## src/rtl/audio_sweep_ctrl.sv

```systemverilog
module audio_sweep_ctrl #(
  parameter int AW = 12
) (
  input  logic          clk,
  input  logic          rst_n,
  input  logic          rec_i,
  input  logic          play_i,
  output logic          adc_load_o,
  output logic          adc_drive_o,
  output logic [AW-1:0] ram_addr_o,
  output logic          ram_wr_o,
  output logic          ram_en_o,
  output logic          dac_load_o,
  output logic          done_o
);

  localparam logic [AW-1:0] LAST = {AW{1'b1}};

  typedef enum logic [1:0] {S_IDLE, S_REC, S_PLAY, S_DRAIN} state_t;

  state_t        st;
  logic [AW-1:0] addr;
  logic          at_end;
  logic          dac_q;
  logic          done_q;

  assign at_end = (addr == LAST);

  always_ff @(posedge clk) begin
    if (!rst_n) begin
      st     <= S_IDLE;
      addr   <= '0;
      dac_q  <= 1'b0;
      done_q <= 1'b0;
    end else begin
      dac_q  <= (st == S_PLAY);
      done_q <= 1'b0;
      case (st)
        S_IDLE: begin
          if (rec_i) begin
            st   <= S_REC;
            addr <= '0;
          end else if (play_i) begin
            st   <= S_PLAY;
            addr <= '0;
          end
        end
        S_REC: begin
          if (at_end) begin
            st     <= S_IDLE;
            done_q <= 1'b1;
          end else begin
            addr <= addr + 1'b1;
          end
        end
        S_PLAY: begin
          if (at_end) st <= S_DRAIN;
          else        addr <= addr + 1'b1;
        end
        S_DRAIN: begin
          st     <= S_IDLE;
          done_q <= 1'b1;
        end
        default: st <= S_IDLE;
      endcase
    end
  end

  assign adc_load_o  = (st == S_REC);
  assign adc_drive_o = (st == S_REC);
  assign ram_wr_o    = (st == S_REC);
  assign ram_en_o    = (st == S_REC) || (st == S_PLAY);
  assign ram_addr_o  = addr;
  assign dac_load_o  = dac_q;
  assign done_o      = done_q;

  a_r1_sweep_from_zero: assert property (@(posedge clk) disable iff (!rst_n)
    $rose(ram_en_o) |-> ram_addr_o == '0);

  a_r2_write_with_adc: assert property (@(posedge clk) disable iff (!rst_n)
    ram_wr_o |-> (ram_en_o && adc_load_o && adc_drive_o));

  a_r3_read_no_drive: assert property (@(posedge clk) disable iff (!rst_n)
    (ram_en_o && !ram_wr_o) |-> (!adc_drive_o && !adc_load_o));

  a_r4_dac_follows_read: assert property (@(posedge clk) disable iff (!rst_n)
    (ram_en_o && !ram_wr_o) |=> dac_load_o);

  a_r4_dac_only_after_read: assert property (@(posedge clk) disable iff (!rst_n)
    dac_load_o |-> $past(ram_en_o && !ram_wr_o));

  a_r5_addr_step: assert property (@(posedge clk) disable iff (!rst_n)
    (ram_en_o && ram_addr_o != LAST) |=>
      (ram_en_o && ram_addr_o == $past(ram_addr_o) + 1'b1));

  a_r5_stop_after_last: assert property (@(posedge clk) disable iff (!rst_n)
    (ram_en_o && ram_addr_o == LAST) |=> !ram_en_o);

  a_r6_done_single: assert property (@(posedge clk) disable iff (!rst_n)
    done_o |=> !done_o);

  a_r7_idle_quiet: assert property (@(posedge clk) disable iff (!rst_n)
    !ram_en_o |-> (!ram_wr_o && !adc_load_o && !adc_drive_o));

endmodule

```

## config.mk

```make
export PLATFORM = sky130hd
export DESIGN_NAME = audio_sweep_ctrl
export DESIGN_NICKNAME = d
export VERILOG_FILES = /design/src/rtl/audio_sweep_ctrl.sv
export SDC_FILE = /design/constraint.sdc
export NUM_CORES = 1
export LEC_CHECK = 0
export BUFFER_PORTS_ARGS = -buffer_cell sky130_fd_sc_hd__buf_4
export CORE_ASPECT_RATIO = 1.2
export CORE_UTILIZATION = 53
export DETAILED_ROUTE_END_ITERATION = 10
export GPL_TIMING_DRIVEN = 0
export HOLD_SLACK_MARGIN = 0.02
export PLACE_DENSITY = 0.8
export SLEW_MARGIN = 20
export SYNTH_ARGS = -nofsm -noshare
export SYNTH_HDL_FRONTEND = slang
export SYNTH_SLANG_ARGS = --single-unit
```

## constraint.sdc

```tcl
create_clock -name clk -period 2.7 [get_ports clk]
set_clock_uncertainty 0.2 [all_clocks]
set_input_delay 0.54 -clock clk [delete_from_list [all_inputs] [get_ports clk]]
set_output_delay 0.54 -clock clk [all_outputs]
set_load 0.1 [all_outputs]
```

# Yosys cells after proc, flatten, opt, wreduce, memory -nomap -nowiden
# Index checks and enable logic that the tools add are counted.
[word_totals] latch_bits=0 inputBits=4 rom_bits=0 n_memories=0 register_bits=16 out_inout_bits=18 elab_cells=30 ramBits=0
[op_classes] n_mul=0 order_cmp=0 reduce_logical=6 shifts=0 add_sub_neg=1 mux=11 n_div=0 eq_ne=8 bitwise_logic=0
[ops] cell="$mux W12" n=3
[ops] cell="$pmux W12 S2" n=1
[ops] cell="$add A12 B1 Y12 const B" n=1
[ops] cell="$eq A12 B12 Y1 const B" n=1
[ops] cell="$mux W2" n=4
[ops] cell="$pmux W2 S4" n=1
[ops] cell="$reduce_and A3 Y1" n=2
[ops] cell="$eq A2 B2 Y1 const B" n=2
[ops] cell="$ne A2 B2 Y1 const B" n=2
[ops] cell="$ne A3 B3 Y1 const B" n=1
[ops] cell="$eq A2 B1 Y1 const B" n=1
[ops] cell="$logic_not A2 Y1" n=1
[ops] cell="$ne A2 B1 Y1 const B" n=1
[ops] cell="$pmux W1 S2" n=1
[ops] cell="$reduce_bool A2 Y1" n=1
[ops] cell="$reduce_or A2 Y1" n=1
[ops] cell="$logic_or A1 B1 Y1" n=1
[ops] cell="$mux W1" n=1

# Depth between registers and ports, before layout
# Gate-level depths: netlist (run 1).
[depth] word_depth=4 depth_mapped=7 mapped_depth_nobuf=6

# Worst setup path before layout (run 1)
# OpenSTA, ideal clock, no wires.
[synth_path] kind="reg-to-reg" start="register addr[0], in the netlist ram_addr_o[0]" end="register addr[10], in the netlist ram_addr_o[10]" setup_ps=122 path_buffers=0 path_slack_ps=-31 t_arrival_ps=2410 synth_period_minus_slack_ps=2731 path_stages_with_launch=6 required_ps=2378 cell_sequence="dfxtp_1 -> ha_1 -> nand3_1 -> or4_2 -> nand3_1 -> a21oi_1"
[synth_via] elab_chain_cells=3 word_cells_on_any_way=6
[synth_lines] item="from (decl)" line="22" text="logic [AW-1:0] addr;"
[synth_lines] item="from (signal assigned)" line="53" text="addr <= addr + 1'b1;"
[synth_lines] item="from (signal assigned)" line="58" text="else addr <= addr + 1'b1;"
[synth_lines] item="$add A12 B1 Y12 / $eq A12 B12 Y1 (equally long branches)" line="53, 58, 27"
[synth_lines] item="$mux W12 / $ne A2 B2 Y1 (equally long branches)"
[synth_lines] item="$pmux W12 S2 / $reduce_and A3 Y1 (equally long branches)"
# Several ways; a longest one is shown, not always the timed one. The select of a mux whose other input is x is not followed.
# A chain may end at the register's enable or synchronous reset.

# Worst setup path in the final report (run 1)
[layout_path] start="register st[0]" end="register addr[8], in the netlist ram_addr_o[8]"
[layout_via] elab_chain_cells=4 word_cells_on_any_way=9
[layout_lines] item="from (decl)" line="21" text="state_t st;"
[layout_lines] item="from (signal assigned)" line="31" text="st <= S_IDLE;"
[layout_lines] item="from (signal assigned)" line="41" text="st <= S_REC;"
[layout_lines] item="from (signal assigned)" line="44" text="st <= S_PLAY;"
[layout_lines] item="$eq A2 B1 Y1 / $eq A2 B2 Y1 (equally long branches)" line="38" text="case (st)"
[layout_lines] item="$reduce_or A2 Y1 (no source line)"
[layout_lines] item="$ne A2 B2 Y1 (no source line) / $reduce_bool A2 Y1 (equally long branches)"
[layout_lines] item="$reduce_and A3 Y1 (no source line)"
# Several ways; a longest one is shown, not always the timed one.

==> results.py, run 1 <==
metrics = {
    "status": {
        "status": "finished, final reports clean",
    },
    "finish": {
        "n_antenna_cell": 0,
        "multi_input_area_sq_um": 647,
        "areaGrowthSynthToFinish_pct": 21.6,
        "final_area_sq_um": 1240,
        "final_nets": 153,
        "finish.utilization_pct": 67.8,
        "layout.cells.non_filler": 161,
        "fillers": 169,
        "drive_above_1_share_pct": 30.3,
        "seq_area_sq_um": 323,
    },
    "worst_setup_path": {
        "worstPathMaxFanout": 9,
        "critPathKind": "reg -> reg",
        "reg2regPathDepth": 6,
        "endpoint_kind": "register",
        "crit_path_start_kind": "register",
        "crit_arrival_ns": 2.30,
        "worstPathRequired_ns": 2.70,
    },
    "grt": {
        "grt_pass1_wl_mm": 4.22,
        "track_usage_pct": 25.9,
        "grt_remaining_overflow": 0,
        "antenna_found_initial": 0,
        "grt_start_max_net_pins": 11,
        "grt_pass1_vias": 965,
    },
    "logic_synthesis": {
        "netlist_top_cells_area": "dfxtp_1 (31%), ha_1 (7.4%), nand2_1 (4.8%), o221a_2 (4.4%), nor4_4 (4.2%)",
        "synth.largest_area_cell": "dfxtp_1",
        "yosys.area.top_type_share_pct": 31.4,
        "synth_edf_count": 0,
        "synthAdderAreaFrac_pct": 7.36,
        "yosysWarnings": 0,
        "synth_cell_types": 41,
        "synthCells": 117,
        "synth_mux_area_share_pct": 1.96,
        "ys_seq_area_share_pct": 31.4,
        "syn-num-nets": 127,
        "yosys.area_share.simple_pct": 32.8,
        "synth_common_cells": "dfxtp_1 (16), nand2_1 (13), nand3_1 (8)",
        "ys.flop_type": "dfxtp_1",
        "mappedNetlistArea_sq_um": 1020,
        "ys_seq_elements": 16,
        "async_flop_share_pct": 0,
        "synth_area_per_cell_sq_um": 8.72,
        "synth_top_family_by_area": "simple AND/OR/NAND/NOR gates",
        "synth_compound_area_share_pct": 21.3,
        "yosysMostFrequentCell": "dfxtp_1",
        "synthXorXnorAreaFrac_pct": 0,
    },
    "floorplanning": {
        "die_h_microns": 50.1,
        "core_sq_um": 1830,
        "ios": 22,
        "row_count": 17,
        "die_w_microns": 42.0,
        "initial_utilization_pct": 55.7,
        "die-area_sq_um": 2100,
    },
    "sta": {
        "timing_hold_violations_final": 0,
        "rsz0062_at_grt": "no",
        "slew_headroom_pct": 55.0,
        "finalSetupViolations": 0,
        "worst_pin_slew_ns": 0.671,
        "fin_setup_tns_ns": 0,
        "fmax_mhz": 434,
        "final.min_clock_period_ns": 2.30,
        "fin_crit_sh_pct": 85.3,
        "slew_violations": 0,
    },
    "place": {
        "dpl_cell_area_sq_um": 1200,
        "gp_congestion": 0.845,
        "dp_hpwl_mm": 1.79,
        "port_buffers": 21,
        "place_inst": 157,
    },
    "clock_network": {
        "cts_setup_buffers": 0,
        "cts_tree": "done",
        "cts_hold_buf": 0,
        "cts.sinks": 16,
        "clk-insertion-delay-late_ns": 0.30,
        "postCtsResizedCells": 0,
        "htreeDepth": 1,
        "cts_root_buffer": "clkbuf_4",
        "cts.clk_slew.worst_paths_ns": 0.11,
        "cts_buffers": 3,
        "clk_path_buf_depth": 2,
    },
    "route": {
        "wl_per_cell_microns": 15.5,
        "drc": 0,
        "routed_via_density": 6.31,
        "firstDrtPassIters": 4,
        "num_vias": 1016,
        "drt_iter0_markers": 46,
        "ant_nets": 0,
        "totalWireLength_mm": 2.50,
    },
    "power": {
        "leakagePower_nw": 0.508,
        "total_power_mw": 1.39,
        "netSwitchingPower_mw": 0.778,
        "pwr-share-seq_pct": 21.5,
        "power_density_nw_per_um2": 1120,
        "vdd_drop_max_uv": 882,
        "swShare_pct": 56.1,
        "power_frac_comb_pct": 66.5,
        "clkPwrFrac_pct": 12.0,
        "p_int_mw": 0.609,
    },
    "job": {
        "max-cap-violations": 0,
    },
    "worst_hold_path": {
        "hold_class": "reg -> reg",
        "worstHoldPathCells": 2,
    },
}
==> per-stage QoR <==
step / worst slack (ns) / hold WS [ns]
after global routing: 0.260 / 0.359
after global placement: 0.407 / 0.294
after detailed placement: 0.427 / 0.304
after floorplan: 0.00409 / 0.271
final: 0.398 / 0.316
after CTS: 0.406 / 0.320
==> critical path: stages, from the launching register on <==
cell	delay, ns
dfxtp_1	0.36
inv_1	0.12
ha_1	0.21
or3b_2	0.50
o21ai_1	0.39
nor3_1	0.14
o221a_2	0.30
==> power groups by stage <==
stage	logic [mW]	registers, mW	clock network (mW)
after floorplan	0.655	0.399	0
after global placement	0.911	0.301	0
after detailed placement	0.918	0.304	0
after CTS	0.922	0.298	0.170
after global routing	0.987	0.304	0.177
final	0.922	0.298	0.167
==> sequential cells by signal, summed over array words and instances, names as in the netlist <==
name        flops
ram_addr_o     12
st              2
dac_load_o      1
done_o          1
==> layout by cell type, fill, tap and decap left out, drive strengths merged, types with 2 or more instances in the layout <==
cell type,synthesis,final
buf,3,24
dfxtp,16,16
nand2,13,13
nand3,10,10
o21ai,9,9
ha,6,6
inv,5,5
a21oi,5,5
clkbuf,1,5
nor3,4,4
o221a,4,4
or3,4,4
or4,4,4
and3,3,3
nor3b,3,3
nor4,2,2
a31oi,2,2
or2,2,2
nor2,2,2
mux2i,2,2
a211oi,2,2
o31a,2,2
==> cell type report <==
class / instances / share of cell area, %
tap: 19 / 1.92
multi-input combinational: 91 / 52.2
buffer: 4 / 2.42
timing repair buffer: 21 / 12.7
clock buffer: 4 / 2.93
inverter: 6 / 1.82
sequential: 16 / 26.0
==> final timing paths <==
path	endpoint	from	slack, ns
setup reg to reg	ram_addr_o[8]	st[0]	0.40
setup / recovery	ram_addr_o[8]	st[0]	0.40
hold / removal	ram_addr_o[0]	ram_addr_o[0]	0.32
hold reg to reg	ram_addr_o[0]	ram_addr_o[0]	0.32
==> logic make-up after synthesis <==
group,count (synthesis)
AND/OR/NAND/NOR,52
multiplexers,2
adder cells (fa/ha/maj),6
flip-flops,16
AO/OA/AOI/OAI,31
buffers and inverters,10
==> metal layers <==
metal	share of wire [%]	GRT usage, %	up-vias	wire length [microns]
li1	-	-	494	-
met1	42	31.7	483	1050
met2	51	44.0	32	1280
met3	5.0	2.20	7	126
met4	1.9	14.6	0	47
met5	0	0	-	0
Note: power is estimated with default switching activity, not from simulation.
==> run 2: changes to the inputs <==
CORE_UTILIZATION = 47   (was 53)
PLACE_DENSITY = 0.75   (was 0.8)
clock period = 2.1 ns   (was 2.7 ns; I/O delays follow)
==> run 2 against run 1 <==
  * Sequential power grew 30%
  * Routed wire length grew 4.0%
  * Flip-flop and latch count is the same
  * Non-clock buffer count grew 5
  * Fmax grew 13%
  * Combinational power grew 40%
==> results.py, run 2 (synthesis results as in run 1) <==
metrics = {
    "status": {
        "status": "finished, final reports clean",
    },
    "power": {
        "power_density_nw_per_um2": 1360,
        "total_power_mw": 1.85,
        "leakagePower_nw": 0.539,
        "vdd_drop_max_uv": 1350,
    },
    "place": {
        "port_buffers": 21,
        "gp_congestion": 0.840,
        "dp_hpwl_mm": 1.84,
        "dp_slack_ns": -0.0850,
    },
    "route": {
        "drc": 0,
        "routed_via_density": 5.93,
        "num_vias": 1049,
        "drt_iter0_markers": 33,
        "totalWireLength_mm": 2.60,
        "firstDrtPassIters": 4,
        "wl_per_cell_microns": 14.7,
        "ant_nets": 0,
    },
    "sta": {
        "hold_slack_ns": 0.180,
        "final.setup.worst_slack_ns": 0.0620,
        "finalSetupViolations": 0,
        "fmax_mhz": 491,
        "rsz0062_at_grt": "no",
        "worst_pin_slew_ns": 0.438,
        "final.min_clock_period_ns": 2.04,
        "slew_violations": 0,
        "timing_hold_violations_final": 0,
        "fin_crit_sh_pct": 97.0,
        "slew_headroom_pct": 70.8,
    },
    "finish": {
        "seq_area_sq_um": 363,
        "final_nets": 158,
        "n_antenna_cell": 0,
        "layout_commonest_cell": "buf_4",
        "fillers": 182,
        "multi_input_area_sq_um": 688,
        "drive_above_1_share_pct": 46.3,
        "areaGrowthSynthToFinish_pct": 33.9,
        "largest_reg_flops": 12,
        "finish.utilization_pct": 66.6,
        "layout_common_cells": "buf_4 (28), nand2_1 (12), dfxtp_4 (10), o21ai_0 (7), nand3_1 (6)",
    },
    "floorplanning": {
        "die_w_microns": 44.5,
        "initial_utilization_pct": 49.8,
        "core_sq_um": 2050,
        "ios": 22,
        "row_count": 18,
        "die_h_microns": 53.0,
        "die-area_sq_um": 2360,
    },
    "worst_setup_path": {
        "crit_arrival_ns": 2.04,
        "critPathKind": "reg -> reg",
        "worstPathRequired_ns": 2.10,
        "endpoint_kind": "register",
        "crit_path_start_kind": "register",
        "worstPathMaxFanout": 10,
    },
    "clock_network": {
        "cts_tree": "done",
        "cts_hold_buf": 0,
        "cts.sinks": 16,
        "htreeDepth": 1,
        "cts_root_buffer": "clkbuf_4",
        "clk-insertion-delay-late_ns": 0.30,
        "cts_buffers": 3,
        "cts.clk_slew.worst_paths_ns": 0.10,
        "clk_path_buf_depth": 2,
    },
    "grt": {
        "antenna_found_initial": 0,
        "grt_pass1_vias": 943,
        "grt-busiest-layer": "met2",
        "track_usage_pct": 24.4,
        "grt_remaining_overflow": 0,
        "grt_start_max_net_pins": 11,
        "use_met1_pct": 30.2,
        "grt_pass1_wl_mm": 4.28,
        "grtUsageMet2_pct": 42.2,
        "grt_util_met3_pct": 3.07,
    },
    "worst_hold_path": {
        "hold_class": "in -> reg",
    },
    "job": {
        "max-cap-violations": 0,
    },
}
[run 2: cell types whose count changed in the layout (fill, tap and decap cells not counted), moves of 2 or more]
| cell | previous run | this run |
|---|---|---|
| dfxtp_1 | 14 | 2 |
| dfxtp_4 | 0 | 10 |
| dfxtp_2 | 2 | 4 |
| inv_1 | 5 | 2 |
| buf_4 | 23 | 28 |
| nand3_1 | 8 | 6 |
| ha_1 | 6 | 4 |
| inv_2 | 0 | 2 |
[run 2: power breakdown]
| part | total [mW] | switching [mW] | internal [mW] |
|---|---|---|---|
| Sequential | 0.387 | 0.0412 | 0.346 |
| Combinational | 1.29 | 0.902 | 0.388 |
| Clock | 0.177 | 0.107 | 0.0694 |
[run 2: per-layer routing]
layer / routed length, microns / part of all wire (%)
met5: 0 / 0
met4: 62 / 2.4
met3: 117 / 4.5
met2: 1360 / 52
met1: 1060 / 41
[run 2: path summary, 6_finish.rpt]
| path | cells after the start | to | from | slack, ns |
|---|---|---|---|---|
| setup / recovery | 8 | ram_addr_o[8] | st[1] | 0.06 |
| hold / removal | 3 | ram_addr_o[11] | rst_n | 0.18 |
| setup reg to reg | 8 | ram_addr_o[8] | st[1] | 0.06 |
| hold reg to reg | 1 | ram_addr_o[9] | ram_addr_o[9] | 0.29 |
[run 2: worst max-delay path, cell delays in order, from the launching register on]
cell and delay [ns]:
dfxtp_2 0.37, inv_2 0.07, ha_4 0.27, buf_6 0.15
nand3_4 0.09, nor4_4 0.26, buf_4 0.19, nor3_1 0.05
o221a_2 0.29
[run 2: through the flow]
stage          TNS [ns]  cell area (sq um)  instances
4_1_cts               0               1330        174
6_report              0               1370        177
2_1_floorplan    -0.126               1090        117
3_3_place_gp     -0.152               1290        168
3_5_place_dp     -0.112               1290        168
5_1_grt               0               1370        177
[run 2: timing repair]
action,in CTS,in global routing
setup endpoints to repair,6,11
setup buffers,2,3
gates resized for setup,1,3
pin swaps,1,1
[run 2: area by class of cell]
cell class | instances | area share, %
plain buffers | 4 | 2.20
clock buffers | 3 | 1.65
clock inverters | 1 | 0.275
inverters | 6 | 1.83
multi-input cells | 91 | 50.4
flip-flops and latches | 16 | 26.6
well taps | 30 | 2.75
repair buffers | 26 | 14.3
==> run 3: changes to the inputs <==
SETUP_SLACK_MARGIN = 0.3   (was not set)
==> run 3 against run 2 <==
  * Utilization rose by 18 points
  * First-iteration DRC count rose by 55%
  * Register-to-register slack improved by 0.11 ns
  * Largest cell class unchanged
  * Sequential share of layout area fell by 5.2 points
  * Non-clock buffer count rose by 18
  * Largest power group unchanged
  * Worst setup slack improved by 0.11 ns
  * Die area did not move
==> results.py, run 3 (synthesis results as in run 1) <==
metrics = {
    "status": {
        "status": "finished, final reports clean",
    },
    "sta": {
        "worst_pin_slew_ns": 0.501,
        "final.min_clock_period_ns": 1.92,
        "final.setup.worst_slack_ns": 0.176,
        "hold_slack_ns": 0.218,
        "fmax_mhz": 520,
        "fin_setup_tns_ns": 0,
        "fin_crit_sh_pct": 91.6,
        "timing_hold_violations_final": 0,
        "finalSetupViolations": 0,
        "slew_headroom_pct": 66.6,
        "slew_violations": 0,
        "rsz0062_at_grt": "yes",
    },
    "worst_setup_path": {
        "critPathKind": "reg -> reg",
        "endpoint_kind": "register",
        "worstPathRequired_ns": 2.09,
        "crit_arrival_ns": 1.91,
        "crit_path_start_kind": "register",
        "worstPathMaxFanout": 6,
        "cp_slowest_cell": "dfxtp_4",
        "cp_cell_sequence": "inv_2 > ha_4 > buf_12 > inv_8 > a311o_1 > o31a_1 > o221a_2",
        "cpPeakStageDelay_ns": 0.37,
    },
    "floorplanning": {
        "die_w_microns": 44.5,
        "die_h_microns": 53.0,
        "initial_utilization_pct": 49.8,
        "ios": 22,
        "row_count": 18,
        "core_sq_um": 2050,
        "die-area_sq_um": 2360,
    },
    "place": {
        "dp_slack_ns": -0.111,
        "dpl_cell_area_sq_um": 1320,
        "dp_hpwl_mm": 1.82,
        "place_inst": 168,
        "port_buffers": 21,
        "gp_congestion": 0.788,
    },
    "clock_network": {
        "htreeDepth": 1,
        "cts.sinks": 16,
        "clk_path_buf_depth": 2,
        "cts_root_buffer": "clkbuf_4",
        "cts_buffers": 3,
        "cts_tree": "done",
        "cts.clk_slew.worst_paths_ns": 0.10,
        "clk-insertion-delay-late_ns": 0.29,
    },
    "worst_hold_path": {
        "hold_class": "in -> reg",
    },
    "grt": {
        "grt_remaining_overflow": 0,
        "grt_pass1_wl_mm": 4.77,
        "track_usage_pct": 27.8,
        "antenna_found_initial": 0,
        "grt_pass1_vias": 1027,
        "grt_start_max_net_pins": 11,
    },
    "finish": {
        "layout_common_cells": "buf_4 (34), dfxtp_4 (13), nand2_1 (12), buf_6 (8), nand3_1 (6)",
        "final_area_sq_um": 1730,
        "layout_commonest_cell": "buf_4",
        "largest_reg_flops": 12,
        "final_nets": 178,
        "drive_above_1_share_pct": 58.1,
        "n_antenna_cell": 0,
        "areaGrowthSynthToFinish_pct": 69.7,
        "layout.cells.non_filler": 197,
        "finish.utilization_pct": 84.4,
    },
    "power": {
        "total_power_mw": 2.60,
        "power_density_nw_per_um2": 1510,
        "leakagePower_nw": 0.687,
        "vdd_drop_max_uv": 2030,
    },
    "route": {
        "totalWireLength_mm": 3.71,
        "drt_iter0_markers": 51,
        "num_vias": 1236,
        "firstDrtPassIters": 6,
        "ant_nets": 0,
        "routed_via_density": 6.27,
        "drc": 0,
        "wl_per_cell_microns": 18.8,
    },
    "job": {
        "max-cap-violations": 0,
    },
}
run 3: cell types whose count changed in the layout (fill, tap and decap cells not counted), moves of 3 or more:
cell / change
buf_12: +4
dfxtp_2: -3
buf_6: +7
dfxtp_4: +3
buf_4: +6
run 3: repair_timing:
| action | CTS | global route |
|---|---|---|
| cloned | 0 | 2 |
| hold buffers | 0 | 0 |
| endpoints found under the setup margin | 17 | 18 |
| pin swaps | 6 | 10 |
| resized for setup | 23 | 17 |
| endpoints found under the hold margin | 0 | 0 |
| buffers inserted | 10 | 13 |
run 3: final cells by class:
type | instances | area [sq um]
buffer | 4 | 46.3
clock buffer | 4 | 36.3
fill | 111 | 319
inverter | 6 | 32.5
multi-input combinational | 93 | 810
sequential | 16 | 370
tap | 30 | 37.5
timing repair buffer | 44 | 398
run 3: routing by layer:
layer | routed length [microns] | share of wire [%] | track usage [%]
met4 | 59 | 1.6 | 11.6
met3 | 221 | 6.0 | 2.73
met2 | 2030 | 55 | 48.3
met1 | 1400 | 38 | 34.2
met5 | 0 | 0 | 0
run 3: worst max-delay path: cells and delay by family (launching register included):
family	cells	cell delay, ns
DFF	1	0.37
buffers and inverters	3	0.23
adders and majority gates	1	0.28
AOI/OAI and AO/OA	3	0.74
run 3: power by group:
part,leakage (nW),internal (mW),switching (mW)
Sequential,0.140,0.342,0.0418
Clock,0.0210,0.105,0.110
Combinational,0.525,0.807,1.20
run 3: path summary, 6_finish.rpt:
| path | start | endpoint | slack [ns] | cells past startpoint |
|---|---|---|---|---|
| max reg2reg | st[0] | ram_addr_o[8] | 0.18 | 7 |
| min | rst_n | ram_addr_o[11] | 0.22 | 3 |
| min reg2reg | ram_addr_o[6] | ram_addr_o[6] | 0.33 | 2 |
| max | st[0] | ram_addr_o[8] | 0.18 | 7 |
